[src/rtl/sau_pkg.sv]
package sau_pkg;
    localparam int unsigned OPC_W = 4;

    localparam logic [OPC_W-1:0] OPC_ADD2  = 4'd0;
    localparam logic [OPC_W-1:0] OPC_SUB2  = 4'd1;
    localparam logic [OPC_W-1:0] OPC_MUL   = 4'd2;
    localparam logic [OPC_W-1:0] OPC_ADDI  = 4'd4;
    localparam logic [OPC_W-1:0] OPC_CPYI  = 4'd5;
    localparam logic [OPC_W-1:0] OPC_CPYJ  = 4'd6;
    localparam logic [OPC_W-1:0] OPC_SGNSEL = 4'd7;

    typedef enum logic {
        ST_IDLE = 1'b0,
        ST_MUL  = 1'b1
    } sau_state_e;
endpackage

[src/rtl/sau_alu.sv]
module sau_alu
    import sau_pkg::*;
#(
    parameter int unsigned W = 31
) (
    input  logic [OPC_W-1:0] code,
    input  logic [W-1:0]     i_val,
    input  logic [W-1:0]     j_val,
    input  logic [W-1:0]     o_val,
    output logic [W-1:0]     o_next,
    output logic             o_write,
    output logic             is_mul,
    output logic             is_unsup
);
    always_comb begin
        o_next   = o_val;
        o_write  = 1'b0;
        is_mul   = 1'b0;
        is_unsup = 1'b0;
        case (code)
            OPC_ADD2:   begin o_next = o_val + i_val + j_val; o_write = 1'b1; end
            OPC_SUB2:   begin o_next = o_val + i_val - j_val; o_write = 1'b1; end
            OPC_ADDI:   begin o_next = o_val + i_val;         o_write = 1'b1; end
            OPC_CPYI:   begin o_next = i_val;                 o_write = 1'b1; end
            OPC_CPYJ:   begin o_next = j_val;                 o_write = 1'b1; end
            OPC_SGNSEL: begin o_next = o_val[W-1] ? j_val : i_val; o_write = 1'b1; end
            OPC_MUL:    is_mul = 1'b1;
            default:    is_unsup = 1'b1;
        endcase
    end
endmodule

[src/rtl/sau_mult.sv]
module sau_mult #(
    parameter int unsigned W = 31
) (
    input  logic         clk,
    input  logic         rst_n,
    input  logic         start,
    input  logic [W-1:0] a,
    input  logic [W-1:0] b,
    output logic         done,
    output logic [W-1:0] prod
);
    localparam int unsigned PW = 2 * W;
    localparam int unsigned CW = $clog2(W);
    localparam logic [CW-1:0] LAST = CW'(W - 1);

    logic          run;
    logic [CW-1:0] cnt;
    logic [PW-1:0] mcand;
    logic [W-1:0]  mplier;
    logic [PW-1:0] acc;
    logic [PW-1:0] part;
    logic [PW-1:0] acc_sum;
    logic          last;
    logic [W-1:0]  hi;
    logic          sticky;

    assign last = (cnt == LAST);

    always_comb begin
        part = '0;
        if (mplier[0]) begin
            part = last ? (~mcand + 1'b1) : mcand;
        end
        acc_sum = acc + part;
        hi      = acc_sum[PW-2:W-1];
        sticky  = |acc_sum[W-2:0];
        prod    = {hi[W-1:1], hi[0] | sticky};
        done    = run && last;
    end

    always_ff @(posedge clk) begin
        if (!rst_n) begin
            run    <= 1'b0;
            cnt    <= '0;
            mcand  <= '0;
            mplier <= '0;
            acc    <= '0;
        end else if (start) begin
            run    <= 1'b1;
            cnt    <= '0;
            acc    <= '0;
            mcand  <= {{W{a[W-1]}}, a};
            mplier <= b;
        end else if (run) begin
            acc    <= acc_sum;
            mcand  <= mcand << 1;
            mplier <= mplier >> 1;
            cnt    <= cnt + 1'b1;
            if (last) begin
                run <= 1'b0;
            end
        end
    end
endmodule

[src/rtl/sau_stack_alu.sv]
module sau_stack_alu
    import sau_pkg::*;
#(
    parameter int unsigned W = 31
) (
    input  logic             clk,
    input  logic             rst_n,
    input  logic             op_valid,
    input  logic [OPC_W-1:0] op_code,
    input  logic             push_valid,
    input  logic [W-1:0]     push_data,
    input  logic             move_req,
    input  logic             store_req,
    input  logic             store_keep,
    output logic             busy,
    output logic             unsup,
    output logic [W-1:0]     o_value,
    output logic             store_valid,
    output logic [W-1:0]     store_data
);
    sau_state_e state_q, state_d;

    logic [W-1:0] i_q, j_q, o_q, sd_q;
    logic         unsup_q, sv_q;

    logic [W-1:0] alu_o;
    logic         alu_wr, alu_mul, alu_unsup;
    logic         mul_done;
    logic [W-1:0] mul_prod;

    logic idle, do_op, do_push, do_move, do_store, mul_start;

    assign idle      = (state_q == ST_IDLE);
    assign do_op     = idle && op_valid;
    assign do_push   = idle && !op_valid && push_valid;
    assign do_move   = idle && !op_valid && !push_valid && move_req;
    assign do_store  = idle && !op_valid && !push_valid && !move_req && store_req;
    assign mul_start = do_op && alu_mul;

    sau_alu #(.W(W)) u_alu (
        .code     (op_code),
        .i_val    (i_q),
        .j_val    (j_q),
        .o_val    (o_q),
        .o_next   (alu_o),
        .o_write  (alu_wr),
        .is_mul   (alu_mul),
        .is_unsup (alu_unsup)
    );

    sau_mult #(.W(W)) u_mult (
        .clk   (clk),
        .rst_n (rst_n),
        .start (mul_start),
        .a     (i_q),
        .b     (j_q),
        .done  (mul_done),
        .prod  (mul_prod)
    );

    always_ff @(posedge clk) begin
        if (!rst_n) begin
            state_q <= ST_IDLE;
        end else begin
            state_q <= state_d;
        end
    end

    always_comb begin
        state_d = state_q;
        unique case (state_q)
            ST_IDLE: if (mul_start) state_d = ST_MUL;
            ST_MUL:  if (mul_done)  state_d = ST_IDLE;
            default: state_d = ST_IDLE;
        endcase
    end

    always_ff @(posedge clk) begin
        if (!rst_n) begin
            i_q     <= '0;
            j_q     <= '0;
            o_q     <= '0;
            sd_q    <= '0;
            unsup_q <= 1'b0;
            sv_q    <= 1'b0;
        end else begin
            unsup_q <= 1'b0;
            sv_q    <= 1'b0;
            if (state_q == ST_MUL) begin
                if (mul_done) begin
                    o_q <= o_q + mul_prod;
                end
            end else if (do_op) begin
                if (alu_wr) begin
                    o_q <= alu_o;
                end
                unsup_q <= alu_unsup;
            end else if (do_push) begin
                i_q <= push_data;
                j_q <= i_q;
            end else if (do_move) begin
                i_q <= o_q;
                j_q <= i_q;
            end else if (do_store) begin
                sd_q <= o_q;
                sv_q <= 1'b1;
                if (!store_keep) begin
                    o_q <= '0;
                end
            end
        end
    end

    always_comb begin
        busy        = (state_q == ST_MUL);
        unsup       = unsup_q;
        o_value     = o_q;
        store_valid = sv_q;
        store_data  = sd_q;
    end
endmodule

[config.mk]
export PLATFORM = sky130hd
export DESIGN_NAME = sau_stack_alu
export DESIGN_NICKNAME = d
export VERILOG_FILES = /design/src/rtl/sau_pkg.sv /design/src/rtl/sau_alu.sv /design/src/rtl/sau_mult.sv /design/src/rtl/sau_stack_alu.sv
export SDC_FILE = /design/constraint.sdc
export NUM_CORES = 1
export LEC_CHECK = 0
export ABC_AREA = 0
export BUFFER_PORTS_ARGS = -buffer_cell sky130_fd_sc_hd__buf_2
export CAP_MARGIN = 0
export CORE_ASPECT_RATIO = 0.5
export CORE_MARGIN = 4
export CORE_UTILIZATION = 40
export CTS_CLUSTER_SIZE = 14
export DETAILED_ROUTE_END_ITERATION = 10
export PLACE_DENSITY = 0.67
export SETUP_SLACK_MARGIN = 0.02
export SLEW_MARGIN = 20
export SYNTH_ARGS = -nofsm -noshare
export SYNTH_HDL_FRONTEND = slang
export SYNTH_HIERARCHICAL = 1
export SYNTH_SLANG_ARGS = --single-unit
[constraint.sdc]
create_clock -name clk -period 11.5 [get_ports clk]
set_clock_uncertainty 0.05 [all_clocks]
set_input_delay 2.3 -clock clk [delete_from_list [all_inputs] [get_ports clk]]
set_output_delay 2.3 -clock clk [all_outputs]
set_load 0.01 [all_outputs]
==> flow_metrics.py <==
metrics = {
    "cells_and_area": {
        "final_net_count": 3167,
        "area_growth_pct": 8.69,
        "n_antenna_cell": 0,
        "final_area_mm2": 0.0254,
        "drive_above_1_share_pct": 9.02,
        "layoutNonFillerInstCount": 3760,
    },
    "route": {
        "drt_iter0_markers": 2385,
        "drtAntennaViolNets": 0,
        "firstDrtPassIters": 8,
        "avgRoutedWirePerCell_um": 21.2,
        "vias_per_cell": 6.15,
        "drc": 0,
        "via_count": 23128,
        "drt-total-wl_um": 79700,
    },
    "power": {
        "p_leak_nw": 11.0,
        "seqPwrFrac_pct": 36.9,
        "cellPowerDensity_mw_per_mm2": 114,
        "finalPower_mw": 2.90,
        "sw_frac_of_total_pct": 32.5,
        "vdd.ir_drop.worst_mv": 0.0951,
        "p_int_mw": 1.96,
        "p_comb_share_pct": 24.3,
        "pwr-share-clk_pct": 38.8,
        "power_switching_uw": 940,
    },
    "yosys": {
        "synth_edf_count": 0,
        "synth_area_leader_cell": "dfxtp_1",
        "yosysSeqAreaShare_pct": 24.5,
        "synth.top_cells.by_area": "dfxtp_1, ha_1, a21oi_1, nand2_1, mux2i_1",
        "synth_top_area_share_pct": 24.5,
        "synth_seq_cells": 286,
        "yosysWarnings": 6,
        "synth-async-reset-ratio_pct": 0,
        "yosysUniqueCellTypes": 103,
        "synth_area_mm2": 0.0234,
        "syn_inst": 3004,
        "synth_ff_type": "dfxtp_1",
        "avgSynthCellArea_um2": 7.78,
        "synth_nets": 3204,
    },
    "floorplan": {
        "initial_utilization_pct": 40.6,
        "die_h_um": 179,
        "core-area_mm2": 0.0576,
        "rows": 62,
        "dieArea_mm2": 0.0626,
        "die_w_um": 350,
        "io_pins": 107,
    },
    "place": {
        "dpl.cell_count": 3702,
        "placed_area_mm2": 0.0243,
        "portBuffers": 106,
        "gp_congestion": 0.949,
        "hpwlAfterDp_um": 58900,
    },
    "grt": {
        "grt_overflow": 0,
        "grt_antenna_before_repair": 3,
        "grt_pass1_vias": 20918,
        "track_usage_pct": 24.4,
        "grt_max_degree": 89,
        "grt_pass1_wl_um": 122000,
    },
    "worst_setup_path": {
        "max_stage_delay_ps": 600,
        "end_kind": "register",
        "cp_data_required_time_ps": 12000,
        "slowest_stage": "a2111oi_2",
        "crit_type": "register to register",
        "worstPathArrival_ps": 8150,
        "worstPathMaxFanout": 7,
        "start_kind": "register",
    },
    "flow_run": {
        "maxCapViolations": 0,
    },
    "cts": {
        "cts_made_buffers": 31,
        "hold_buffers": 0,
        "cts_buffer_depth": 3,
        "htree_levels": 1,
        "clk_transition_reported_paths_ps": 70,
        "cts_tree": "built",
        "cts_sinks": 286,
        "cts_root_buf": "clkbuf_16",
        "clk-insertion-delay-late_ps": 610,
        "cts_resized": 0,
        "post_cts_buffers": 0,
    },
    "sta": {
        "fin_crit_ps": 7650,
        "setup_tns_ps": 0,
        "drv_slew": 0,
        "slew_headroom_pct": 25.6,
        "fmax_mhz": 131,
        "holdWs_ps": 403,
        "hold_violations": 0,
        "rsz0062_at_grt": "false",
        "worst_pin_slew_ps": 1120,
        "final.period_utilization_pct": 66.5,
        "setup_violations": 0,
    },
    "run_status": {
        "status": "finished, final reports clean",
    },
    "hold_path": {
        "hold_path.class": "register to register",
    },
}
[routing by layer]
layer	vias up	global-route usage (%)	part of all wire (%)
met1	11005	34.9	45
li1	10961	-	-
met3	174	5.05	9.8
met2	984	36.5	42
met5	-	0	0.034
met4	4	8.15	3.5
[power by group through the flow]
stage	Combinational, mW	Clock [mW]	Sequential [mW]
floorplan	0.518	0	1.06
global placement	0.684	0	1.09
detailed placement	0.687	0	1.09
CTS	0.689	1.14	1.07
global route	0.769	1.17	1.07
finish	0.704	1.12	1.07
[worst max-delay path: cells and delay by family, from the launching register on]
kind                       cells  cell delay (ps)
and+or+nand+nor               12             3520
DFF                            1              380
AOI/OAI and AO/OA             10             2530
xor gates and xnor gates       2              410
adders and majority gates      2              680
[registers in the layout, summed over array words and instances (netlist names)]
| signal | flops |
|---|---|
| busy | 1 |
| i_q | 31 |
| j_q | 31 |
| o_value | 31 |
| store_data | 31 |
| store_valid | 1 |
| u_mult/acc | 61 |
| u_mult/cnt | 5 |
| u_mult/mcand | 61 |
| u_mult/mplier | 31 |
| u_mult/run | 1 |
| unsup | 1 |
[cell usage in the layout, fill, tap and decap left out, types with 17 or more instances in the layout]
| cell | synthesis | routed |
|---|---|---|
| a21o_1 | 63 | 63 |
| nor3_1 | 66 | 63 |
| nand2_1 | 370 | 369 |
| a21oi_1 | 323 | 322 |
| o21a_1 | 24 | 24 |
| o221ai_1 | 34 | 34 |
| o21ai_0 | 132 | 131 |
| a31oi_1 | 34 | 34 |
| o22ai_1 | 22 | 22 |
| o21bai_1 | 24 | 24 |
| and3_1 | 22 | 22 |
| and2_1 | 70 | 70 |
| nor2_1 | 194 | 193 |
| dfxtp_1 | 286 | 285 |
| nand4_1 | 46 | 46 |
| xnor2_1 | 127 | 127 |
| mux2i_1 | 121 | 121 |
| or3_1 | 32 | 32 |
| nand3_1 | 64 | 64 |
| nor4_1 | 18 | 18 |
| buf_4 | 30 | 36 |
| inv_1 | 66 | 66 |
| o211a_1 | 62 | 62 |
| a221oi_1 | 23 | 23 |
| a221o_1 | 17 | 17 |
| clkbuf_16 | 0 | 31 |
| o31ai_1 | 21 | 21 |
| o211ai_1 | 35 | 35 |
| ha_1 | 154 | 154 |
| a211oi_1 | 22 | 22 |
| buf_2 | 4 | 106 |
| xor2_1 | 90 | 90 |
[worst paths after layout]
check                                 startpoint              to  slack [ps]  cells after the start
worst max-delay path            u_mult/mcand[13]     o_value[29]        3850                     26
worst min register to register    store_data[21]  store_data[21]         400                      2
worst max register to register  u_mult/mcand[13]     o_value[29]        3850                     26
worst min-delay path              store_data[21]  store_data[21]         400                      2
[cell usage after synthesis, types with 6 or more instances]
cell / n
a211oi_1: 22
a21boi_0: 13
a21o_1: 63
a21oi_1: 323
a221o_1: 17
a221oi_1: 23
a222oi_1: 15
a22oi_1: 6
a31o_2: 10
a31oi_1: 34
and2_1: 70
and3_1: 22
buf_1: 12
buf_4: 30
clkbuf_1: 165
dfxtp_1: 286
ha_1: 154
inv_1: 66
mux2i_1: 121
nand2_1: 370
nand2b_1: 15
nand3_1: 64
nand4_1: 46
nor2_1: 194
nor2b_1: 16
nor3_1: 66
nor4_1: 18
o211a_1: 62
o211ai_1: 35
o21a_1: 24
o21ai_0: 132
o21ai_1: 6
o21bai_1: 24
o221ai_1: 34
o22ai_1: 22
o31ai_1: 21
o41ai_1: 7
or2_2: 8
or3_1: 32
or4_1: 9
xnor2_1: 127
xor2_1: 90
[per-stage QoR]
stage	setup WS (ps)	utilization (%)
after global routing	3320	44.1
after floorplan	4680	-
after global placement	4140	42.2
final	3850	44.1
after detailed placement	4060	42.2
after CTS	4020	44.1
[final cells by class]
cell class                      count  area, um2
Tap cell                          768        961
Inverter                           70        267
Multi-Input combinational cell   2436      16500
Sequential cell                   286       5730
Clock inverter                     14        240
Clock buffer                       44        885
Fill cell                        5729      32200
Timing Repair Buffer              142        801
[cell families after synthesis]
logic type	synth area share (%)
flip-flops	24.5
multiplexers	5.23
adder cells (fa/ha/maj)	8.59
AND/OR/NAND/NOR	20.0
buffers and inverters	5.07
XOR/XNOR	8.71
AO/OA/AOI/OAI	27.9
Note: power is estimated with default switching activity, not from simulation.
